**config.mk**
```make
export PLATFORM = sky130hd
export DESIGN_NAME = tri_rotor_arbiter
export DESIGN_NICKNAME = d
export VERILOG_FILES = /design/src/rtl/tri_rotor_pkg.sv /design/src/rtl/tri_rotor_pick.sv /design/src/rtl/tri_rotor_ctrl.sv /design/src/rtl/tri_rotor_dp.sv /design/src/rtl/tri_rotor_arbiter.sv
export SDC_FILE = /design/constraint.sdc
export NUM_CORES = 1
export LEC_CHECK = 0
export ABC_CLOCK_PERIOD_IN_PS = 4850
export CAP_MARGIN = 5
export CORE_ASPECT_RATIO = 1.5
export CORE_MARGIN = 3
export CORE_UTILIZATION = 47
export CTS_CLUSTER_SIZE = 8
export DETAILED_ROUTE_END_ITERATION = 8
export DONT_BUFFER_PORTS = 1
export PLACE_DENSITY = 0.62
export SLEW_MARGIN = 15
export SYNTH_ARGS = -nofsm -noshare
export SYNTH_HDL_FRONTEND = slang
export SYNTH_SLANG_ARGS = --single-unit
```
**constraint.sdc**
```tcl
create_clock -name clk -period 4.85 [get_ports clk]
set_input_delay 0.7275 -clock clk [delete_from_list [all_inputs] [get_ports clk]]
set_output_delay 0.7275 -clock clk [all_outputs]
set_load 0.01 [all_outputs]
```
**src/rtl/tri_rotor_pkg.sv**
```systemverilog
package tri_rotor_pkg;

  // Top-level service classes; the numeric order is the rotation order.
  typedef enum logic [1:0] {
    CLS_REFRESH = 2'd0,
    CLS_SHARED  = 2'd1,
    CLS_DMA     = 2'd2
  } busClass_e;

  // Strobes from control to datapath.
  typedef struct packed {
    logic handover;     // load a new owner this edge
    logic startRevoke;  // withdraw the owner's grant this edge
    logic timeout;      // handover is forced by an expired window
  } arbStrobe_t;

endpackage

```
**src/rtl/tri_rotor_pick.sv**
```systemverilog
// Two-level rotating search: class rotation on top, agent rotation inside
// the shared (CPU + masters) class.
module tri_rotor_pick
  import tri_rotor_pkg::*;
#(
  parameter int NUM_MASTERS = 4,
  localparam int AGENTS  = NUM_MASTERS + 3,
  localparam int SH_N    = NUM_MASTERS + 1,
  localparam int OWNER_W = $clog2(AGENTS),
  localparam int SH_W    = (SH_N > 1) ? $clog2(SH_N) : 1
) (
  input  logic [AGENTS-1:0]  candVec,
  input  busClass_e          lastClass,
  input  logic [SH_W-1:0]    sharedPtr,
  output logic               winValid,
  output logic [OWNER_W-1:0] winner
);

  logic [SH_N-1:0] shReq;
  logic [2:0]      classReq;
  logic            shFound;
  logic [SH_W-1:0] shIdx;
  logic            clsFound;
  busClass_e       clsPick;

  assign shReq    = candVec[AGENTS-2:1];
  assign classReq = {candVec[AGENTS-1], |shReq, candVec[0]};

  // Shared-class search, starting just after the last served agent.
  always_comb begin
    int s;
    shFound = 1'b0;
    shIdx   = '0;
    for (int k = 1; k <= SH_N; k++) begin
      s = int'(sharedPtr) + k;
      if (s >= SH_N) s = s - SH_N;
      if (!shFound && shReq[s]) begin
        shFound = 1'b1;
        shIdx   = SH_W'(s);
      end
    end
  end

  // Class search, starting just after the last served class.
  always_comb begin
    int c;
    clsFound = 1'b0;
    clsPick  = CLS_SHARED;
    for (int k = 1; k <= 3; k++) begin
      c = int'(lastClass) + k;
      if (c >= 3) c = c - 3;
      if (!clsFound && classReq[c]) begin
        clsFound = 1'b1;
        clsPick  = busClass_e'(c[1:0]);
      end
    end
  end

  always_comb begin
    winValid = clsFound;
    unique case (clsPick)
      CLS_REFRESH: winner = '0;
      CLS_DMA:     winner = OWNER_W'(AGENTS - 1);
      default:     winner = OWNER_W'(shIdx) + OWNER_W'(1);
    endcase
  end

endmodule

```
**src/rtl/tri_rotor_ctrl.sv**
```systemverilog
// Decides handover / withdrawal each edge and times the release window.
module tri_rotor_ctrl
  import tri_rotor_pkg::*;
#(
  parameter int NUM_MASTERS   = 4,
  parameter int RELEASE_LIMIT = 64,
  localparam int AGENTS  = NUM_MASTERS + 3,
  localparam int OWNER_W = $clog2(AGENTS),
  localparam int CNT_W   = $clog2(RELEASE_LIMIT + 1)
) (
  input  logic               clk,
  input  logic               rstN,
  input  logic [AGENTS-1:0]  reqVec,
  input  logic [OWNER_W-1:0] owner,
  input  logic               revoking,
  input  logic               lockIn,
  input  logic               winValid,
  output arbStrobe_t         strobe
);

  localparam logic [OWNER_W-1:0] CPU_CODE = OWNER_W'(1);
  localparam logic [OWNER_W-1:0] REF_CODE = OWNER_W'(0);

  logic [CNT_W-1:0] waitCnt;
  logic             ownerReq;
  logic             windowEnd;

  assign ownerReq  = reqVec[owner];
  assign windowEnd = (waitCnt == CNT_W'(RELEASE_LIMIT - 1));

  always_comb begin
    strobe = '0;
    if (!revoking) begin
      if (!ownerReq) begin
        if (winValid || owner != CPU_CODE) strobe.handover = 1'b1;
      end else if (owner != REF_CODE && winValid && !lockIn) begin
        strobe.startRevoke = 1'b1;
      end
    end else begin
      if (!ownerReq) begin
        strobe.handover = 1'b1;
      end else if (windowEnd) begin
        strobe.handover = 1'b1;
        strobe.timeout  = 1'b1;
      end
    end
  end

  always_ff @(posedge clk) begin
    if (!rstN) begin
      waitCnt <= '0;
    end else if (strobe.startRevoke) begin
      waitCnt <= '0;
    end else if (revoking && ownerReq && !strobe.timeout) begin
      waitCnt <= waitCnt + CNT_W'(1);
    end
  end

endmodule

```
**src/rtl/tri_rotor_dp.sv**
```systemverilog
// Owner / rotation-pointer registers and grant decode.
module tri_rotor_dp
  import tri_rotor_pkg::*;
#(
  parameter int NUM_MASTERS = 4,
  localparam int AGENTS  = NUM_MASTERS + 3,
  localparam int SH_N    = NUM_MASTERS + 1,
  localparam int OWNER_W = $clog2(AGENTS),
  localparam int SH_W    = (SH_N > 1) ? $clog2(SH_N) : 1
) (
  input  logic               clk,
  input  logic               rstN,
  input  arbStrobe_t         strobe,
  input  logic               winValid,
  input  logic [OWNER_W-1:0] winner,
  output logic [OWNER_W-1:0] owner,
  output logic               revoking,
  output busClass_e          lastClass,
  output logic [SH_W-1:0]    sharedPtr,
  output logic [AGENTS-1:0]  grantVec,
  output logic               timeoutErr
);

  localparam logic [OWNER_W-1:0] CPU_CODE = OWNER_W'(1);
  localparam logic [OWNER_W-1:0] DMA_CODE = OWNER_W'(AGENTS - 1);

  logic [OWNER_W-1:0] target;
  busClass_e          targetClass;

  assign target = winValid ? winner : CPU_CODE;

  always_comb begin
    if (target == '0)           targetClass = CLS_REFRESH;
    else if (target == DMA_CODE) targetClass = CLS_DMA;
    else                         targetClass = CLS_SHARED;
  end

  always_ff @(posedge clk) begin
    if (!rstN) begin
      owner      <= CPU_CODE;
      revoking   <= 1'b0;
      lastClass  <= CLS_SHARED;
      sharedPtr  <= '0;
      timeoutErr <= 1'b0;
    end else begin
      timeoutErr <= strobe.timeout;
      if (strobe.handover) begin
        owner     <= target;
        revoking  <= 1'b0;
        lastClass <= targetClass;
        if (targetClass == CLS_SHARED) sharedPtr <= SH_W'(target - OWNER_W'(1));
      end else if (strobe.startRevoke) begin
        revoking <= 1'b1;
      end
    end
  end

  always_comb begin
    grantVec = '0;
    if (!revoking) grantVec[owner] = 1'b1;
  end

endmodule

```
**src/rtl/tri_rotor_arbiter.sv**
```systemverilog
module tri_rotor_arbiter
  import tri_rotor_pkg::*;
#(
  parameter int NUM_MASTERS   = 4,
  parameter int RELEASE_LIMIT = 64,
  localparam int AGENTS  = NUM_MASTERS + 3,
  localparam int SH_N    = NUM_MASTERS + 1,
  localparam int OWNER_W = $clog2(AGENTS),
  localparam int SH_W    = (SH_N > 1) ? $clog2(SH_N) : 1
) (
  input  logic                   clk,
  input  logic                   rstN,
  input  logic                   refreshReq,
  input  logic                   cpuReq,
  input  logic [NUM_MASTERS-1:0] masterReq,
  input  logic                   dmaReq,
  input  logic                   lockIn,
  output logic                   refreshGnt,
  output logic                   cpuGnt,
  output logic [NUM_MASTERS-1:0] masterAck,
  output logic                   dmaGnt,
  output logic                   timeoutErr,
  output logic [OWNER_W-1:0]     ownerId
);

  logic [AGENTS-1:0]  reqVec;
  logic [AGENTS-1:0]  candVec;
  logic [AGENTS-1:0]  ownerBit;
  logic [AGENTS-1:0]  grantVec;
  logic [OWNER_W-1:0] owner;
  logic               revoking;
  busClass_e          lastClass;
  logic [SH_W-1:0]    sharedPtr;
  logic               winValid;
  logic [OWNER_W-1:0] winner;
  arbStrobe_t         strobe;

  assign reqVec = {dmaReq, masterReq, cpuReq, refreshReq};

  always_comb begin
    ownerBit        = '0;
    ownerBit[owner] = 1'b1;
  end
  assign candVec = reqVec & ~ownerBit;

  tri_rotor_pick #(.NUM_MASTERS(NUM_MASTERS)) pickInst (
    .candVec  (candVec),
    .lastClass(lastClass),
    .sharedPtr(sharedPtr),
    .winValid (winValid),
    .winner   (winner)
  );

  tri_rotor_ctrl #(.NUM_MASTERS(NUM_MASTERS), .RELEASE_LIMIT(RELEASE_LIMIT)) ctrlInst (
    .clk     (clk),
    .rstN    (rstN),
    .reqVec  (reqVec),
    .owner   (owner),
    .revoking(revoking),
    .lockIn  (lockIn),
    .winValid(winValid),
    .strobe  (strobe)
  );

  tri_rotor_dp #(.NUM_MASTERS(NUM_MASTERS)) dpInst (
    .clk       (clk),
    .rstN      (rstN),
    .strobe    (strobe),
    .winValid  (winValid),
    .winner    (winner),
    .owner     (owner),
    .revoking  (revoking),
    .lastClass (lastClass),
    .sharedPtr (sharedPtr),
    .grantVec  (grantVec),
    .timeoutErr(timeoutErr)
  );

  assign refreshGnt = grantVec[0];
  assign cpuGnt     = grantVec[1];
  assign masterAck  = grantVec[AGENTS-2:2];
  assign dmaGnt     = grantVec[AGENTS-1];
  assign ownerId    = owner;

endmodule

```
==> results.json, run 1 <==
{
  "outcome": "completed",
  "h-tree-depth": 1,
  "critical_path_class": "reg2reg",
  "diodes": 0,
  "cp_max_fo": 8,
  "die_y_um": 90.12,
  "fillers": 457,
  "dp_hpwl_um": 4849,
  "ys_types": 64,
  "grt_pass1_wl_um": 9922,
  "synthArstFlopShare_pct": 0,
  "grt_start_max_net_pins": 22,
  "grt-ovfl-total": 0,
  "grt_pass1_vias": 2147,
  "yosysSeqAreaShare_pct": 15.35,
  "hp-class": "reg2reg",
  "drc": 0,
  "fmaxAchievable_mhz": 222.8,
  "dieArea_sq_mm": 0.005595,
  "cp.required_ns": 5.00,
  "cp-end-kind": "flip-flop",
  "grt_usage_pct": 22.96,
  "avgViaCountPerCell": 6.025,
  "final_cell_mix": "31 x nand2_1, 30 x nor2_1, 20 x inv_1",
  "grt_antenna_before_repair": 0,
  "period_minus_slack_ns": 4.489,
  "start_util_pct": 48.82,
  "avgRoutedWirePerCell_um": 16.52,
  "maxCapViolCount": 0,
  "syn_to_final_growth_pct": 8.070,
  "dr.pass1.iters": 4,
  "io_pins": 21,
  "syn_area_sq_mm": 0.002217,
  "drt_wl_total_um": 6015,
  "worst_slew_pin_slew_ns": 0.6265,
  "peakVddDrop_mv": 0.3434,
  "final_common_cell": "nand2_1",
  "synth_warnings": 0,
  "cts.sinks": 17,
  "yosys_register_bits": 17,
  "coreArea_sq_mm": 0.004542,
  "regArea_sq_um": 341.6,
  "cts-root-buf": "clkbuf_8",
  "final.setup_skew_ns": 0.006270,
  "power_density_mw_per_mm2": 656.6,
  "finalCritPeriodShare_pct": 92.55,
  "synthFlopType": "dfxtp_1",
  "p_leak_nw": 0.9599,
  "cts_buffers": 3,
  "synth_edf_count": 0,
  "cp-start-kind": "flip-flop",
  "die_w_um": 62.08,
  "cp_data_arrival_time_ns": 4.64,
  "drt_iter0_drc": 130,
  "syn_avg_cell_area_sq_um": 7.465,
  "drive_gt1_share_pct": 11.33,
  "num_rows": 30,
  "cts_tree": "yes",
  "netlist_instances": 297,
  "rsz0062_at_grt": "false",
  "syn-num-nets": 326,
  "gp_congestion": 0.9242,
  "setup_viol": 0,
  "multi_input_area_sq_mm": 0.001779,
  "finalHoldViolations": 0,
  "nets": 330,
  "clockBufferDepth": 2,
  "slew_headroom_pct": 58.18,
  "tns_ns": 0,
  "port_buffers": 0,
  "post-route-util_pct": 52.75,
  "drtAntennaViolNets": 0,
  "clkTransAtPathRegs_ns": 0.07,
  "vias": 2193,
  "finalMaxSlewViolations": 0,
  "worst_skew_pair.late_latency_ns": 0.25
}
==> critical path, cell delays in order (launching register included) <==
cell and delay [ns]:
dfxtp_1 0.34, inv_2 0.13, ha_1 0.18, inv_1 0.05
fa_1 0.48, or4_1 0.55, a211oi_4 0.27, inv_1 0.06
nand3_1 0.14, mux2_1 0.36, o21ai_2 0.19, mux2i_1 0.15
a31oi_1 0.17, ha_1 0.24, nor2_1 0.10, nor2_1 0.07
inv_1 0.08, ha_1 0.16, inv_1 0.07, o221a_4 0.30
a211o_1 0.26
==> path summary, 6_finish.rpt <==
kind                                            end  cells after the start           startpoint  slack [ns]
worst max-delay path            dpInst.lastClass[0]                     20  dpInst.sharedPtr[0]        0.36
worst min-delay path            ctrlInst.waitCnt[6]                      2  ctrlInst.waitCnt[6]        0.47
worst max register to register  dpInst.lastClass[0]                     20  dpInst.sharedPtr[0]        0.36
worst min register to register  ctrlInst.waitCnt[6]                      2  ctrlInst.waitCnt[6]        0.47
==> power breakdown <==
part           switching, mW  total, mW  internal, mW
Clock                 0.0475      0.106        0.0583
Sequential            0.0507      0.215         0.164
Combinational          0.732       1.25         0.520
==> kinds of logic (layout without fill, tap and decap cells) <==
logic type / count (synthesis) / count (layout) / synth area share [%]
fa+ha+maj: 19 / 19 / 11.06
mux: 16 / 16 / 9.707
buf+inv: 32 / 35 / 5.531
xor+xnor: 12 / 12 / 4.740
compound gates: 78 / 78 / 24.55
simple gates: 123 / 123 / 29.06
flops: 17 / 17 / 15.35
==> routing by layer <==
layer  share of wire (%)  track usage (%)  vias to the layer above
met5                   0                0                        -
met4                 5.3            12.04                        0
met3                 3.9            2.874                       23
met2                  51            37.72                       58
met1                  40            27.57                     1014
li1                    -                -                     1098
==> sequential cells by signal, summed over array words and instances (netlist names) <==
| name | cells |
|---|---|
| ctrlInst.waitCnt | 7 |
| dpInst.owner | 3 |
| dpInst.sharedPtr | 3 |
| dpInst.lastClass | 2 |
| dpInst.revoking | 1 |
| dpInst.timeoutErr | 1 |
==> what timing repair did <==
action | 4_1_cts | 5_1_grt
hold buffers | 0 | 0
endpoints found under the setup margin | 0 | 4
setup buffers | 0 | 0
gates resized for setup | 0 | 8
==> synthesized netlist by cell type (8+ instances only) <==
| cell type | number | area, sq um |
|---|---|---|
| nand2_1 | 31 | 116.4 |
| nor2_1 | 30 | 112.6 |
| inv_1 | 21 | 78.83 |
| ha_1 | 18 | 225.2 |
| dfxtp_1 | 17 | 340.3 |
| a21oi_1 | 14 | 70.07 |
| o21ai_0 | 12 | 60.06 |
| a211oi_1 | 9 | 67.56 |
| nand2b_1 | 9 | 56.30 |
| nand3_1 | 9 | 45.04 |
| mux2i_1 | 8 | 80.08 |
| xnor2_1 | 8 | 70.07 |
==> per-stage QoR <==
stage	total power [mW]	cell area (sq um)	hold slack [ns]	std cells	worst slack [ns]
5_1_grt	1.735	2396	0.4950	364	0.02173
6_report	1.573	2396	0.4677	364	0.3613
3_3_place_gp	1.434	2325	0.4547	360	0.1777
3_5_place_dp	1.437	2325	0.4550	360	0.06409
2_1_floorplan	1.152	2217	0.4362	297	0.4674
4_1_cts	1.550	2370	0.4688	364	0.03260
==> area by class of cell <==
type	count	share of cell area (%)
Multi-Input combinational cell	248	74.26
Timing Repair Buffer	9	2.820
Sequential cell	17	14.26
Tap cell	64	3.342
Clock buffer	4	1.880
Inverter	22	3.446
No activity file was read; power rests on OpenSTA's default activity.
==> run 2, diff against run 1 <==
- ABC_CLOCK_PERIOD_IN_PS: 4850 -> 3600
- PLACE_DENSITY: 0.62 -> 0.64
- clock period: 4.85 -> 3.6 ns (I/O delays scaled with it)
==> run 2 against run 1 <==
Net effect:
- the flow now finishes with violations (negative setup slack)
- clock power rose by 37%
- combinational power rose by 94%
- worst setup slack got worse by 0.82 ns
- highest routed layer unchanged
- worst hold slack worse by 0.096 ns
- maximum frequency up 11%
- final cell count rose by 16%
- critical path depth fell by 3
- sequential power increased by 25%
- final area is 25% higher
- total power rose by 81%
- non-clock buffer count increased by 60
==> results.json, run 2 (synthesis gave the netlist of run 1 again) <==
{
  "setup_ws_ns": -0.4607,
  "cts.sinks": 17,
  "critical_path_buf_inv_count": 2,
  "regArea_sq_um": 347.8,
  "cts_tree": "yes",
  "power_density_mw_per_mm2": 953.1,
  "clkTransAtPathRegs_ns": 0.07,
  "die_w_um": 62.08,
  "fin_hold_ws_ns": 0.3712,
  "slowest_stage": "o41ai_1",
  "drive_gt1_share_pct": 32.78,
  "layout.cells.non_filler": 424,
  "num_rows": 30,
  "diodes": 0,
  "critical_path_class": "reg2reg",
  "placedInstanceArea_sq_mm": 0.002758,
  "grt_pass1_wl_um": 10880,
  "final.setup_skew_ns": 0.002465,
  "syn_to_final_growth_pct": 34.71,
  "fillers": 411,
  "drt_iter0_drc": 104,
  "finalCritPeriodShare_pct": 112.8,
  "avgViaCountPerCell": 5.889,
  "nets": 390,
  "cp-end-kind": "flip-flop",
  "path_cells": "inv_6 > buf_4 > ha_1 > and3b_1 > o31ai_4 > xnor2_2 > mux4_2 > nor2_2 > or2_2 > o41ai_1 > nand2_1 > ha_1 > nand3_1 > and3b_1 > nor3_2 > o221a_4 > mux2i_2",
  "post-route-cell-area_sq_mm": 0.002987,
  "max_stage_delay_ns": 0.42,
  "cp_max_fo": 4,
  "coreArea_sq_mm": 0.004542,
  "cts_buffers": 3,
  "clockBufferDepth": 2,
  "worst_skew_pair.late_latency_ns": 0.25,
  "multi_input_area_sq_mm": 0.001904,
  "avgRoutedWirePerCell_um": 15.60,
  "outcome": "finished, violations left",
  "place_ws_ns": -0.5288,
  "hp-class": "in2reg",
  "h-tree-depth": 1,
  "fmaxAchievable_mhz": 246.3,
  "cp_data_arrival_time_ns": 4.22,
  "post-route-util_pct": 65.76,
  "drc": 0,
  "setup_viol": 6,
  "crit_family": "simple AND/OR/NAND/NOR gates",
  "reg_top3": "ctrlInst.waitCnt (7), dpInst.owner (3), dpInst.sharedPtr (3)",
  "grt_usage_pct": 24.75,
  "gp_congestion": 0.9844,
  "rsz0062_at_grt": "true",
  "cts-root-buf": "clkbuf_8",
  "grt_antenna_before_repair": 0,
  "dp_cells": 412,
  "die_y_um": 90.12,
  "peakVddDrop_mv": 0.5442,
  "cp.required_ns": 3.76,
  "violations": "negative setup slack",
  "drtAntennaViolNets": 0,
  "maxCapViolCount": 0,
  "dieArea_sq_mm": 0.005595,
  "finalMaxSlewViolations": 0,
  "regMostFlops": "ctrlInst.waitCnt",
  "start_util_pct": 48.82,
  "grt_pass1_vias": 2414,
  "grt_start_max_net_pins": 18,
  "largest_reg_flops": 7,
  "worst_slew_pin_slew_ns": 0.6650,
  "final_cell_mix": "68 x buf_4, 31 x nand2_1, 27 x nor2_1",
  "dp_hpwl_um": 5222,
  "vias": 2497,
  "p_leak_nw": 1.267,
  "slew_headroom_pct": 55.26,
  "cp-start-kind": "flip-flop",
  "port_buffers": 0,
  "final_common_cell": "buf_4",
  "period_minus_slack_ns": 4.061,
  "grt-ovfl-total": 0,
  "drt_wl_total_um": 6615,
  "finalHoldViolations": 0,
  "io_pins": 21,
  "dr.pass1.iters": 4
}
run 2: final timing paths:
check	slack, ns	to	cells past startpoint	start
worst max-delay path	-0.46	dpInst.sharedPtr[1]	17	dpInst.sharedPtr[0]
worst min-delay path	0.37	dpInst.owner[0]	1	rstN
worst max register to register	-0.46	dpInst.sharedPtr[1]	17	dpInst.sharedPtr[0]
worst min register to register	0.46	ctrlInst.waitCnt[6]	2	ctrlInst.waitCnt[6]
run 2: final cells by class:
type                    instances  area share (%)
well taps                      64           2.681
repair buffers                 69           17.47
clock buffers                   4           1.508
inverters                      22           2.933
flip-flops and latches         17           11.65
multi-input cells             248           63.76
run 2: where the power goes:
part | total, mW | leakage [nW] | switching, mW | internal (mW)
Clock | 0.145 | 0.0228 | 0.0664 | 0.0787
Combinational | 2.43 | 1.10 | 1.21 | 1.22
Sequential | 0.268 | 0.140 | 0.0443 | 0.224
Total | 2.85 | 1.27 | 1.32 | 1.52
run 2: worst register-to-register path, stage by stage, from the launching register on:
cell     delay, ns
dfxtp_4       0.39
inv_6         0.05
buf_4         0.13
ha_1          0.20
and3b_1       0.21
o31ai_4       0.22
xnor2_2       0.15
mux4_2        0.38
nor2_2        0.06
or2_2         0.34
o41ai_1       0.42
nand2_1       0.10
ha_1          0.23
nand3_1       0.07
and3b_1       0.21
nor3_2        0.28
o221a_4       0.28
mux2i_2       0.24
run 2: metrics by stage:
step / total power [mW] / setup TNS [ns]
2_1_floorplan: 1.603 / -1.708
3_3_place_gp: 2.377 / -2.219
3_5_place_dp: 2.405 / -2.363
4_1_cts: 2.694 / -1.681
5_1_grt: 3.087 / -3.456
6_report: 2.847 / -2.250
run 2: repair_timing:
action / CTS / global route
pin swaps: 11 / 6
endpoints found under the setup margin: 7 / 7
buffers inserted: 5 / 3
hold buffers: 0 / 0
gates resized for setup: 19 / 10
run 2: per-layer routing:
layer  up-vias  part of all wire [%]  GRT usage [%]  wire length (um)
li1       1220                     -              -                 -
met1      1175                    38          28.99              2521
met2        75                    53          42.73              3518
met3        27                   4.4          1.868               293
met4         0                   4.3          11.68               282
met5         -                     0              0                 0
